### config.mk
export PLATFORM = sky130hd
export DESIGN_NAME = exc_entry_ctrl
export DESIGN_NICKNAME = d
export VERILOG_FILES = /design/src/rtl/exc_entry_pkg.sv /design/src/rtl/exc_gen_path.sv /design/src/rtl/exc_dbg_path.sv /design/src/rtl/exc_entry_ctrl.sv
export SDC_FILE = /design/constraint.sdc
export NUM_CORES = 1
export LEC_CHECK = 0
export BUFFER_PORTS_ARGS = -buffer_cell sky130_fd_sc_hd__buf_2
export CAP_MARGIN = 5
export CORE_ASPECT_RATIO = 0.75
export CORE_MARGIN = 1.5
export CORE_UTILIZATION = 50
export DETAILED_ROUTE_END_ITERATION = 7
export PLACE_DENSITY = 0.93
export REMOVE_ABC_BUFFERS = 1
export SLEW_MARGIN = 20
export SYNTH_ARGS = -nofsm -noshare
export SYNTH_HDL_FRONTEND = slang
export SYNTH_HIERARCHICAL = 1
export SYNTH_SLANG_ARGS = --single-unit
### constraint.sdc
create_clock -name clk -period 2.75 [get_ports clk]
set_input_delay 0.4125 -clock clk [delete_from_list [all_inputs] [get_ports clk]]
set_output_delay 0.4125 -clock clk [all_outputs]
set_load 0.005 [all_outputs]
### src/rtl/exc_entry_pkg.sv
package exc_entry_pkg;
  localparam int PS_W        = 8;
  localparam int PS_LVL_W    = 4;
  localparam int PS_EXCM_BIT = 4;
  localparam int PS_UM_BIT   = 5;
  localparam int LVL_N       = 7;

  typedef enum logic [1:0] {
    VEC_KERNEL = 2'd0,
    VEC_USER   = 2'd1,
    VEC_DOUBLE = 2'd2,
    VEC_DEBUG  = 2'd3
  } vec_e;

  // Status word after a general entry: exception mode forced on.
  function automatic logic [PS_W-1:0] ps_after_general(input logic [PS_W-1:0] ps);
    logic [PS_W-1:0] r;
    r = ps;
    r[PS_EXCM_BIT] = 1'b1;
    return r;
  endfunction

  // Status word after a debug entry: level replaced, exception mode on.
  function automatic logic [PS_W-1:0] ps_after_debug(input logic [PS_W-1:0] ps,
                                                     input logic [PS_LVL_W-1:0] lvl);
    logic [PS_W-1:0] r;
    r = ps;
    r[PS_LVL_W-1:0] = lvl;
    r[PS_EXCM_BIT] = 1'b1;
    return r;
  endfunction
endpackage

### src/rtl/exc_gen_path.sv
module exc_gen_path
  import exc_entry_pkg::*;
#(
  parameter bit HAS_DEPC = 1'b1
) (
  input  logic [PS_W-1:0] ps_i,
  output vec_e            vec_o,
  output logic            use_epc1_o,
  output logic            use_depc_o,
  output logic [PS_W-1:0] ps_next_o
);
  logic in_exc;
  assign in_exc = ps_i[PS_EXCM_BIT];

  always_comb begin
    if (in_exc)                vec_o = VEC_DOUBLE;
    else if (ps_i[PS_UM_BIT])  vec_o = VEC_USER;
    else                       vec_o = VEC_KERNEL;
  end

  generate
    if (HAS_DEPC) begin : g_depc
      assign use_depc_o = in_exc;
      assign use_epc1_o = !in_exc;
    end else begin : g_no_depc
      assign use_depc_o = 1'b0;
      assign use_epc1_o = 1'b1;
    end
  endgenerate

  assign ps_next_o = ps_after_general(ps_i);
endmodule

### src/rtl/exc_dbg_path.sv
module exc_dbg_path
  import exc_entry_pkg::*;
#(
  parameter int DBG_LEVEL = 4
) (
  input  logic                dbg_req_i,
  input  logic [PS_LVL_W-1:0] cur_level_i,
  input  logic [PS_W-1:0]     ps_i,
  output logic                take_o,
  output logic [LVL_N-1:0]    lvl_sel_o,
  output logic [PS_W-1:0]     ps_next_o
);
  localparam logic [PS_LVL_W-1:0] DLVL = PS_LVL_W'(DBG_LEVEL);

  assign take_o    = dbg_req_i && (cur_level_i < DLVL);
  assign ps_next_o = ps_after_debug(ps_i, DLVL);

  // Save slot for level L sits at bit L-1; fixed at elaboration.
  for (genvar i = 0; i < LVL_N; i++) begin : g_lvl
    assign lvl_sel_o[i] = (i == DBG_LEVEL - 1);
  end
endmodule

### src/rtl/exc_entry_ctrl.sv
module exc_entry_ctrl
  import exc_entry_pkg::*;
#(
  parameter int XLEN      = 32,
  parameter int CAUSE_W   = 6,
  parameter int DBG_LEVEL = 4,   // legal range 2..6
  parameter bit HAS_DEPC  = 1'b1
) (
  input  logic               clk,
  input  logic               rst_n,
  input  logic               req_i,
  input  logic               dbg_req_i,
  input  logic [XLEN-1:0]    pc_i,
  input  logic [CAUSE_W-1:0] cause_i,
  input  logic [XLEN-1:0]    vaddr_i,
  input  logic               vaddr_vld_i,
  input  logic [7:0]         ps_i,
  input  logic [3:0]         cur_level_i,
  output logic               taken_o,
  output logic [1:0]         vec_o,
  output logic               epc1_we_o,
  output logic               depc_we_o,
  output logic [XLEN-1:0]    pc_save_o,
  output logic               exccause_we_o,
  output logic [CAUSE_W-1:0] exccause_o,
  output logic               excvaddr_we_o,
  output logic [XLEN-1:0]    excvaddr_o,
  output logic               dbgcause_we_o,
  output logic [CAUSE_W-1:0] dbgcause_o,
  output logic [6:0]         lvl_we_o,
  output logic [7:0]         eps_o,
  output logic               ps_we_o,
  output logic [7:0]         ps_o
);
  // Named internal events
  vec_e             gen_vec;
  logic             gen_use_epc1, gen_use_depc;
  logic [PS_W-1:0]  gen_ps, dbg_ps;
  logic             dbg_go, gen_go, any_go;
  logic [LVL_N-1:0] dbg_lvl_sel;

  exc_gen_path #(.HAS_DEPC(HAS_DEPC)) u_gen (
    .ps_i       (ps_i),
    .vec_o      (gen_vec),
    .use_epc1_o (gen_use_epc1),
    .use_depc_o (gen_use_depc),
    .ps_next_o  (gen_ps)
  );

  exc_dbg_path #(.DBG_LEVEL(DBG_LEVEL)) u_dbg (
    .dbg_req_i   (dbg_req_i),
    .cur_level_i (cur_level_i),
    .ps_i        (ps_i),
    .take_o      (dbg_go),
    .lvl_sel_o   (dbg_lvl_sel),
    .ps_next_o   (dbg_ps)
  );

  assign gen_go = req_i && !dbg_go;
  assign any_go = gen_go || dbg_go;

  always_ff @(posedge clk) begin
    if (!rst_n) begin
      taken_o       <= 1'b0;
      vec_o         <= 2'd0;
      epc1_we_o     <= 1'b0;
      depc_we_o     <= 1'b0;
      pc_save_o     <= '0;
      exccause_we_o <= 1'b0;
      exccause_o    <= '0;
      excvaddr_we_o <= 1'b0;
      excvaddr_o    <= '0;
      dbgcause_we_o <= 1'b0;
      dbgcause_o    <= '0;
      lvl_we_o      <= '0;
      eps_o         <= '0;
      ps_we_o       <= 1'b0;
      ps_o          <= '0;
    end else begin
      taken_o       <= any_go;
      epc1_we_o     <= gen_go && gen_use_epc1;
      depc_we_o     <= gen_go && gen_use_depc;
      exccause_we_o <= gen_go;
      excvaddr_we_o <= gen_go && vaddr_vld_i;
      dbgcause_we_o <= dbg_go;
      lvl_we_o      <= dbg_go ? dbg_lvl_sel : '0;
      ps_we_o       <= any_go;
      if (any_go) begin
        vec_o     <= dbg_go ? VEC_DEBUG : gen_vec;
        pc_save_o <= pc_i;
        ps_o      <= dbg_go ? dbg_ps : gen_ps;
      end
      if (gen_go) exccause_o <= cause_i;
      if (gen_go && vaddr_vld_i) excvaddr_o <= vaddr_i;
      if (dbg_go) begin
        dbgcause_o <= cause_i;
        eps_o      <= ps_i;
      end
    end
  end

  // Assertions
  assert_pc_save_excl_R3: assert property (@(posedge clk) disable iff (!rst_n)
    !(epc1_we_o && depc_we_o));
  assert_lvl_onehot_R7: assert property (@(posedge clk) disable iff (!rst_n)
    $onehot0(lvl_we_o));
  assert_ps_excm_R4: assert property (@(posedge clk) disable iff (!rst_n)
    ps_we_o |-> ps_o[PS_EXCM_BIT]);
  assert_cause_excl_R10: assert property (@(posedge clk) disable iff (!rst_n)
    !(exccause_we_o && dbgcause_we_o));
  assert_dbg_gate_R6: assert property (@(posedge clk) disable iff (!rst_n)
    dbg_go |=> (dbgcause_we_o && lvl_we_o != '0));
  assert_dbg_refused_R6: assert property (@(posedge clk) disable iff (!rst_n)
    (cur_level_i >= 4'(DBG_LEVEL)) |=> !dbgcause_we_o);
  assert_taken_cause_R9: assert property (@(posedge clk) disable iff (!rst_n)
    !(req_i || dbg_req_i) |=> !taken_o);
endmodule

; After elaboration in Yosys (flattened, before gate mapping)
; Index checks and enable logic that the tools add are counted.
[word_totals]
inputBits = 87
register_bits = 107
[op_classes]
n_lt_le_gt_ge = 1
n_reduce_logical = 8
muxes = 5
[op_table]
columns = op, n
row1 = 4-bit two-way mux, 2
row2 = 1-bit logical AND, 5
row3 = "4-bit by 3-bit less-than comparator with 1-bit output, second input constant", 1
row4 = 2-bit two-way mux, 2
row5 = 1-bit zero test, 2
row6 = 1-bit logical OR, 1
row7 = 1-bit two-way mux, 1

; Longest topological paths before layout
; Gate-level depths: netlist (run 1).
[logic_depth]
ltp_word = 5
depth_mapped = 7
mapped_depth_nobuf = 4

; Cells and area by module
; Netlist (run 1), hierarchy kept.
[by_module_without_submodules]
columns = module, cells_each, n_inst, seq_area_each_um2, area_per_inst_um2
row1 = exc_entry_ctrl, 430, 1, 2142.1, 3935.0
row2 = exc_dbg_path, 18, 1, 0.0, 132.6
row3 = exc_gen_path, 13, 1, 0.0, 88.8

; Worst setup path after synthesis (run 1)
; Ideal clock, no wire load.
[synth_timing]
kind = input to register
startpoint = input cur_level_i[2]
endpoint = register excvaddr_o[10]
path_buffers = 3
stages = 7
t_required_ns = 2.636
arrival_ns = 1.319
slack_ns = 1.317
path_cell_list = nor3b_2 > buf_6 > and3b_1 > buf_4 > buf_6 > nand3_1 > nand2_1
[synth_between]
elab_chain_cells = 5
[synth_rtl]
columns = item, line
row1 = "start, declared", exc_entry_ctrl.sv:18  ; input logic [3:0] cur_level_i,
row2 = 4-bit by 3-bit less-than comparator with 1-bit output, exc_dbg_path.sv:15  ; assign take_o = dbg_req_i && (cur_level_i < DLVL);
row3 = 1-bit logical AND, exc_dbg_path.sv:15
row4 = 1-bit zero test, exc_entry_ctrl.sv:59  ; assign gen_go = req_i && !dbg_go;
row5 = 1-bit logical AND, exc_entry_ctrl.sv:59
row6 = 1-bit logical AND, exc_entry_ctrl.sv:94  ; if (gen_go && vaddr_vld_i) excvaddr_o <= vaddr_i;
row7 = "end signal, assigned", exc_entry_ctrl.sv:94
row8 = "end, declared", exc_entry_ctrl.sv:27  ; output logic [XLEN-1:0] excvaddr_o,
; No other way between the ends.
; A chain may end at the register's enable or synchronous reset.

; Final worst setup path (run 1)
[layout_timing]
startpoint = input cur_level_i[2]
endpoint = register ps_o[5]
[layout_between]
elab_chain_cells = 5
[layout_rtl]
columns = item, line
row1 = 4-bit by 3-bit less-than comparator with 1-bit output (*), exc_dbg_path.sv:15
row2 = 1-bit logical AND (*), exc_dbg_path.sv:15
row3 = net dbg_go, exc_entry_ctrl.sv:39  ; logic dbg_go, gen_go, any_go;
row4 = 1-bit zero test, exc_entry_ctrl.sv:59
row5 = 1-bit logical AND, exc_entry_ctrl.sv:59
row6 = 1-bit logical OR (*), exc_entry_ctrl.sv:60  ; assign any_go = gen_go || dbg_go;
row7 = "end signal, assigned", exc_entry_ctrl.sv:91  ; ps_o <= dbg_go ? dbg_ps : gen_ps;
row8 = "end, declared", exc_entry_ctrl.sv:33  ; output logic [7:0] ps_o
; Mark *: on every way through the listed nets, which the timed path passes. The rest lies on a longest branch.

==> metrics.txt, run 1 <==
Seq pwr share=55.9%; Root Buffer=clkbuf_8; hpwl dp=6810 um; routed vias/inst=4.85; Gate Count Post-Synth=461; register area share after synthesis=51.5%; CTS tree=done; TritonRoute pass-1 iters=4; Async SR Flop Fraction=0%; hold crit path type=input pin to flop; sw frac=25.2%; post-synth top area share=51.5%; hold path depth=3; R2R Path End=pc_save_o[13]; final net count=705; Hold Fails Final Rpt=0; cell taking the most area after synthesis=dfxtp_1; Peak Freq=663 MHz; postcts setup bufs=0; critical-path maximum fanout=18; RR Startpoint=pc_save_o[13]; slew margin rel.=53.6%; Worst Tran Pin Value=695 ps; vias in the first global route=3229; r2r worst-path depth=2; Final min period=1510 ps; final setup violating endpoints=0; Worst R2R Setup Slack=2080 ps; H-tree depth=3; core area=0.00799 mm^2; drt wl/cell=12.9 um; gp weighted congestion=0.729; Ports=195; slowest cell on the critical path=nor3b_4; # rows=28; initial drt markers=207; worst skew pair latency=350 ps; CTS Hold Bufs=0; largest net degree at the start of global routing=72; Routed Antenna Nets=0; status=completed; CP Cell Sequence=buf_2 > nor3b_4 > buf_4 > inv_1 > o21ai_0 > a21oi_1; Arr. time, crit path=1740 ps; Mapped Avg Cell Area=9.02 um^2; Worst Setup End Kind=flop; switching power=751 uW; EDFF count, synth=0; initial antenna violation count=0; fraction of final layout cells sized beyond drive strength 1=34.5%; Setup Skew=0 ps; clk sink count=107; CP top delay family=buffers and inverters; layout overhead on the synthesized area=23.6%; clock network power share=32.4%; VDD IR-drop max=0.384 mV; hold_sp=vaddr_i[19]; unrepaired setup endpoints after global routing=no; gr ovfl total=0; crit start category=input pin; setup ws final=1240 ps; worst path required time=2980 ps; flop and latch count out of synthesis=107; overall routing resource usage=20.5%; setup TNS=0 ps; Die Y=82.0 um; DRC errors left=0; PD cells=580 mW/mm^2; area of the die=0.00887 mm^2; fin crit share=54.9%; ys flop type=dfxtp_1; pins over their slew limit=0; drt total wl=9430 um; Synth Cell Area=0.00416 mm^2; Ys Warns=6; worst min-delay path endpoint=excvaddr_o[19]; max incr delay on CP=390 ps; deepest clock path buffer count=2; I/O Buffers=192; CTS resizes=0; via count=3529; leading post-synthesis cells by cell area=dfxtp_1 52%, nand2_1 9.8%, nand3_1 7.7%; first-pass GRT wire length=14300 um; CP Class=input pin to flop; total power=2.98 mW; Internal Power=2.23 mW; number of CTS-inserted buffers=9; Netlist cell types=24; dpl ws=867 ps; combinational fraction of design power=11.8%; max_cap viols=0; WP buf/inv=3; Diodes inserted=0; Clock transition at path regs=100 ps; leak pwr=2.66 nW; Die W=108 um; Starting Density=52.0%
placed cells by master (no fill, tap or decap), types with 2 or more instances in the layout:
| master | n |
|---|---|
| conb_1 | 13 |
| and2_1 | 3 |
| nor2b_1 | 16 |
| buf_2 | 191 |
| inv_6 | 2 |
| inv_1 | 2 |
| buf_4 | 6 |
| dfxtp_1 | 107 |
| nand3_1 | 64 |
| o21ai_0 | 8 |
| and3_1 | 10 |
| a21boi_1 | 15 |
| a21boi_0 | 25 |
| a21oi_1 | 8 |
| clkbuf_8 | 9 |
| clkinv_4 | 3 |
| nand2_1 | 108 |
| mux2i_1 | 24 |
cells by family after synthesis:
family	after synthesis	synth area share, %
AND/OR/NAND/NOR	207	23.1
flip-flops	107	51.5
buffers and inverters	64	10.2
AO/OA/AOI/OAI	56	9.15
multiplexers	24	5.78
other	3	0.271
cell type report:
cell class / count / area (um^2)
clock buffers: 10 / 128
clock inverters: 6 / 73.8
inverters: 2 / 7.51
fillers: 649 / 2850
flip-flops and latches: 107 / 2140
multi-input cells: 300 / 1640
repair buffers: 198 / 1020
well taps: 105 / 131
worst min-delay path: stages:
cell and delay [ps]:
buf_2 70, nand3_1 50, nand2_1 60
cells in the mapped netlist, types with 2 or more instances:
cell,n
a21boi_0,25
a21boi_1,15
a21oi_1,8
and2_1,3
and3_1,10
buf_1,2
buf_2,11
buf_4,31
buf_6,7
clkbuf_1,11
conb_1,3
dfxtp_1,107
inv_1,2
mux2i_1,24
nand2_1,108
nand3_1,64
nor2b_1,16
o21ai_0,8
power by group through the flow:
stage	sequential, mW	combinational (mW)	clock (mW)
2_1_floorplan	1.71	0.130	0
3_3_place_gp	1.70	0.340	0
3_5_place_dp	1.70	0.354	0
4_1_cts	1.67	0.355	1.00
5_1_grt	1.68	0.393	1.05
6_report	1.66	0.351	0.965
per-layer routing:
layer / global-route usage (%) / share of wire (%)
met4: 6.32 / 1.0
met1: 23.0 / 41
met2: 37.3 / 50
met5: 0 / 0
met3: 6.75 / 8.3
flip-flops by register name, indices dropped and copies added (netlist names), 2 cells and up:
name	cells
eps_o	8
vec_o	2
dbgcause_o	6
pc_save_o	32
excvaddr_o	32
lvl_we_o	7
exccause_o	6
ps_o	8
through the flow:
| step | hold slack (ps) | instance area, um^2 | utilization, % | cells |
|---|---|---|---|---|
| global route | 236 | 5140 | 64.3 | 728 |
| floorplan | 446 | 3780 | - | 409 |
| finish | 259 | 5140 | 64.3 | 728 |
| global placement | 433 | 4940 | 61.8 | 712 |
| CTS | 236 | 5140 | 64.3 | 728 |
| detailed placement | 439 | 4940 | 61.8 | 712 |
how the worst max path moves through the flow:
stage / startpoint / to / slack (ps) / depth (start not counted)
after floorplan: cur_level_i[2] / pc_save_o[10] / 90 / 4
after global placement: cur_level_i[2] / ps_o[3] / 930 / 6
after detailed placement: cur_level_i[2] / ps_o[1] / 870 / 6
after CTS: cur_level_i[2] / ps_o[1] / 1280 / 6
after global routing: cur_level_i[2] / ps_o[0] / 1110 / 6
final: cur_level_i[2] / ps_o[5] / 1240 / 6
No activity file was read; power rests on OpenSTA's default activity.
==> inputs of run 2 (changes only) <==
--- a/config.mk
+++ b/config.mk
@@ -5,13 +5,14 @@
 export SDC_FILE = /design/constraint.sdc
 export NUM_CORES = 1
 export LEC_CHECK = 0
+export ABC_AREA = 1
 export BUFFER_PORTS_ARGS = -buffer_cell sky130_fd_sc_hd__buf_2
 export CAP_MARGIN = 5
 export CORE_ASPECT_RATIO = 0.75
 export CORE_MARGIN = 1.5
-export CORE_UTILIZATION = 50
+export CORE_UTILIZATION = 42
 export DETAILED_ROUTE_END_ITERATION = 7
-export PLACE_DENSITY = 0.93
+export PLACE_DENSITY = 0.84
 export REMOVE_ABC_BUFFERS = 1
 export SLEW_MARGIN = 20
 export SYNTH_ARGS = -nofsm -noshare
==> constraint.sdc (replaced) <==
create_clock -name clk -period 1.3 [get_ports clk]
set_input_delay 0.195 -clock clk [delete_from_list [all_inputs] [get_ports clk]]
set_output_delay 0.195 -clock clk [all_outputs]
set_load 0.005 [all_outputs]
==> run 2 against run 1 <==
  * Wire length down 1.1%
  * Sequential cell count unchanged
  * Die area is 17% higher
  * Clock-buffer cell count up 1
  * Via count increased by 6.2%
  * Final area rose by 5.3%
  * Register-to-register slack got worse by 1400 ps
  * Synthesized cell count is 23% higher
  * Largest cell class unchanged
  * Clock power grew to 2.8 times the previous value
  * Clock skew unchanged
  * Largest power group unchanged
  * Area after synthesis shrank 1.3%
  * Global-route usage is 3.2 points lower
==> metrics.txt, run 2 <==
status=completed; most used cell, CP=nand2_1; deepest clock path buffer count=2; top cells by count, synth=182 x nor2_1, 107 x dfxtp_1, 93 x nand2_1; Ys Warns=6; fin crit share=77.5%; worst path required time=1530 ps; Async SR Flop Fraction=0%; Clock transition at path regs=70 ps; initial antenna violation count=0; H-tree depth=3; drt total wl=9330 um; cell taking the most area after synthesis=dfxtp_1; max_cap viols=0; critical-path maximum fanout=45; Peak Freq=992 MHz; unrepaired setup endpoints after global routing=no; busiest grt layer=met2; hold crit path type=input pin to flop; initial drt markers=135; Worst R2R Setup Slack=640 ps; leak pwr=3.03 nW; worst skew pair latency=330 ps; Routed Antenna Nets=0; Hold Fails Final Rpt=0; final core occ=56.5%; first-pass GRT wire length=14000 um; flop and latch count out of synthesis=107; via count=3747; I/O Buffers=192; postcts setup bufs=0; met3 usage=6.92%; crit start category=input pin; pins over their slew limit=0; drt wl/cell=10.6 um; area of the die=0.0104 mm^2; post-synth top area share=52.2%; Root Buffer=clkbuf_16; gr ovfl total=0; Final min period=1010 ps; max incr delay on CP=220 ps; ys flop type=dfxtp_1; total power=7.17 mW; Gate Count Post-Synth=567; WHS=76.3 ps; Synth Cell Area=0.00410 mm^2; final net count=828; fraction of final layout cells sized beyond drive strength 1=30.6%; Largest regs=excvaddr_o: 32 flops, pc_save_o: 32 flops; number of CTS-inserted buffers=9; CTS tree=done; Setup Skew=0 ps; Die Y=88.6 um; register area share after synthesis=52.2%; layout overhead on the synthesized area=31.8%; most frequent cells in the layout=192 x buf_2, 182 x nor2_1, 107 x dfxtp_1, 93 x nand2_1, 53 x o21ai_0; most common cell after layout, fill and taps aside=buf_2; DRC errors left=0; gp weighted congestion=0.796; leading post-synthesis cells by cell area=dfxtp_1 52%, nor2_1 17%, nand2_1 8.5%; most common cell in the netlist=nor2_1; VDD IR-drop max=0.889 mV; Netlist cell types=15; Ports=195; largest net degree at the start of global routing=48; Arr. time, crit path=1240 ps; clk sink count=107; TritonRoute pass-1 iters=4; PD cells=1330 mW/mm^2; # rows=31; GRT met2 Usage=30.2%; CTS resizes=0; hpwl dp=6900 um; Die W=117 um; CP Cell Sequence=buf_2 > inv_1 > nand2_1 > nor2_2 > inv_2 > nand3_2 > buf_12 > nand2_1 > nand2_1 > nor2_1; Starting Density=42.8%; final setup violating endpoints=0; routed vias/inst=4.27; EDFF count, synth=0; Mapped Avg Cell Area=7.24 um^2; grt met1 use=19.8%; CTS Hold Bufs=0; vias in the first global route=3077; CP Class=input pin to flop; overall routing resource usage=17.3%; Worst Setup End Kind=flop; Diodes inserted=0; filler cell count=933; slowest cell on the critical path=nor2_2; core area=0.00958 mm^2
==> run 2: power by group <==
part           leakage, nW  switching [mW]  internal (mW)
Clock                0.142            1.13           1.54
Sequential           0.883          0.0962           3.49
Combinational         2.01           0.488          0.429
==> run 2: kinds of logic after synthesis <==
family,after synthesis,synth area share (%)
buffers and inverters,108,13.1
flip-flops,107,52.2
other,3,0.274
AND/OR/NAND/NOR,295,27.8
AO/OA/AOI/OAI,54,6.59
==> run 2: final timing paths <==
kind,end,cells after the start,start
worst max-delay path,excvaddr_o[28],10,cur_level_i[3]
worst min-delay path,excvaddr_o[4],3,vaddr_i[4]
worst max register to register,dbgcause_o[4],2,dbgcause_o[4]
worst min register to register,pc_save_o[22],2,pc_save_o[22]
==> run 2: worst max-delay path: cells and delay by family <==
family | cells | cell delay, ps
buffers and inverters | 4 | 440
AND/OR/NAND/NOR | 6 | 570
==> run 2: area by class of cell <==
type                    instances  area, um^2  area share, %
flip-flops and latches        107        2140           39.6
multi-input cells             362        1470           27.1
repair buffers                208        1140           21.1
clock buffers                  11         243           4.49
inverters                      53         199           3.68
well taps                     132         165           3.05
clock inverters                 4        51.3          0.948
==> run 2: per-stage QoR <==
stage | setup WS [ps] | instance area (um^2) | setup TNS [ps] | cells
6_report | 292 | 5410 | 0 | 877
5_1_grt | 193 | 5410 | 0 | 877
4_1_cts | 286 | 5410 | 0 | 877
3_5_place_dp | -43.6 | 5110 | -589 | 862
3_3_place_gp | -20.2 | 5110 | -325 | 862
2_1_floorplan | -1200 | 3800 | -51720 | 522
==> run 2: metal layers <==
metal / share of wire [%] / routed length [um]
met2: 46 / 4270
met3: 8.4 / 782
met1: 45 / 4210
met4: 0.64 / 60
met5: 0 / 0
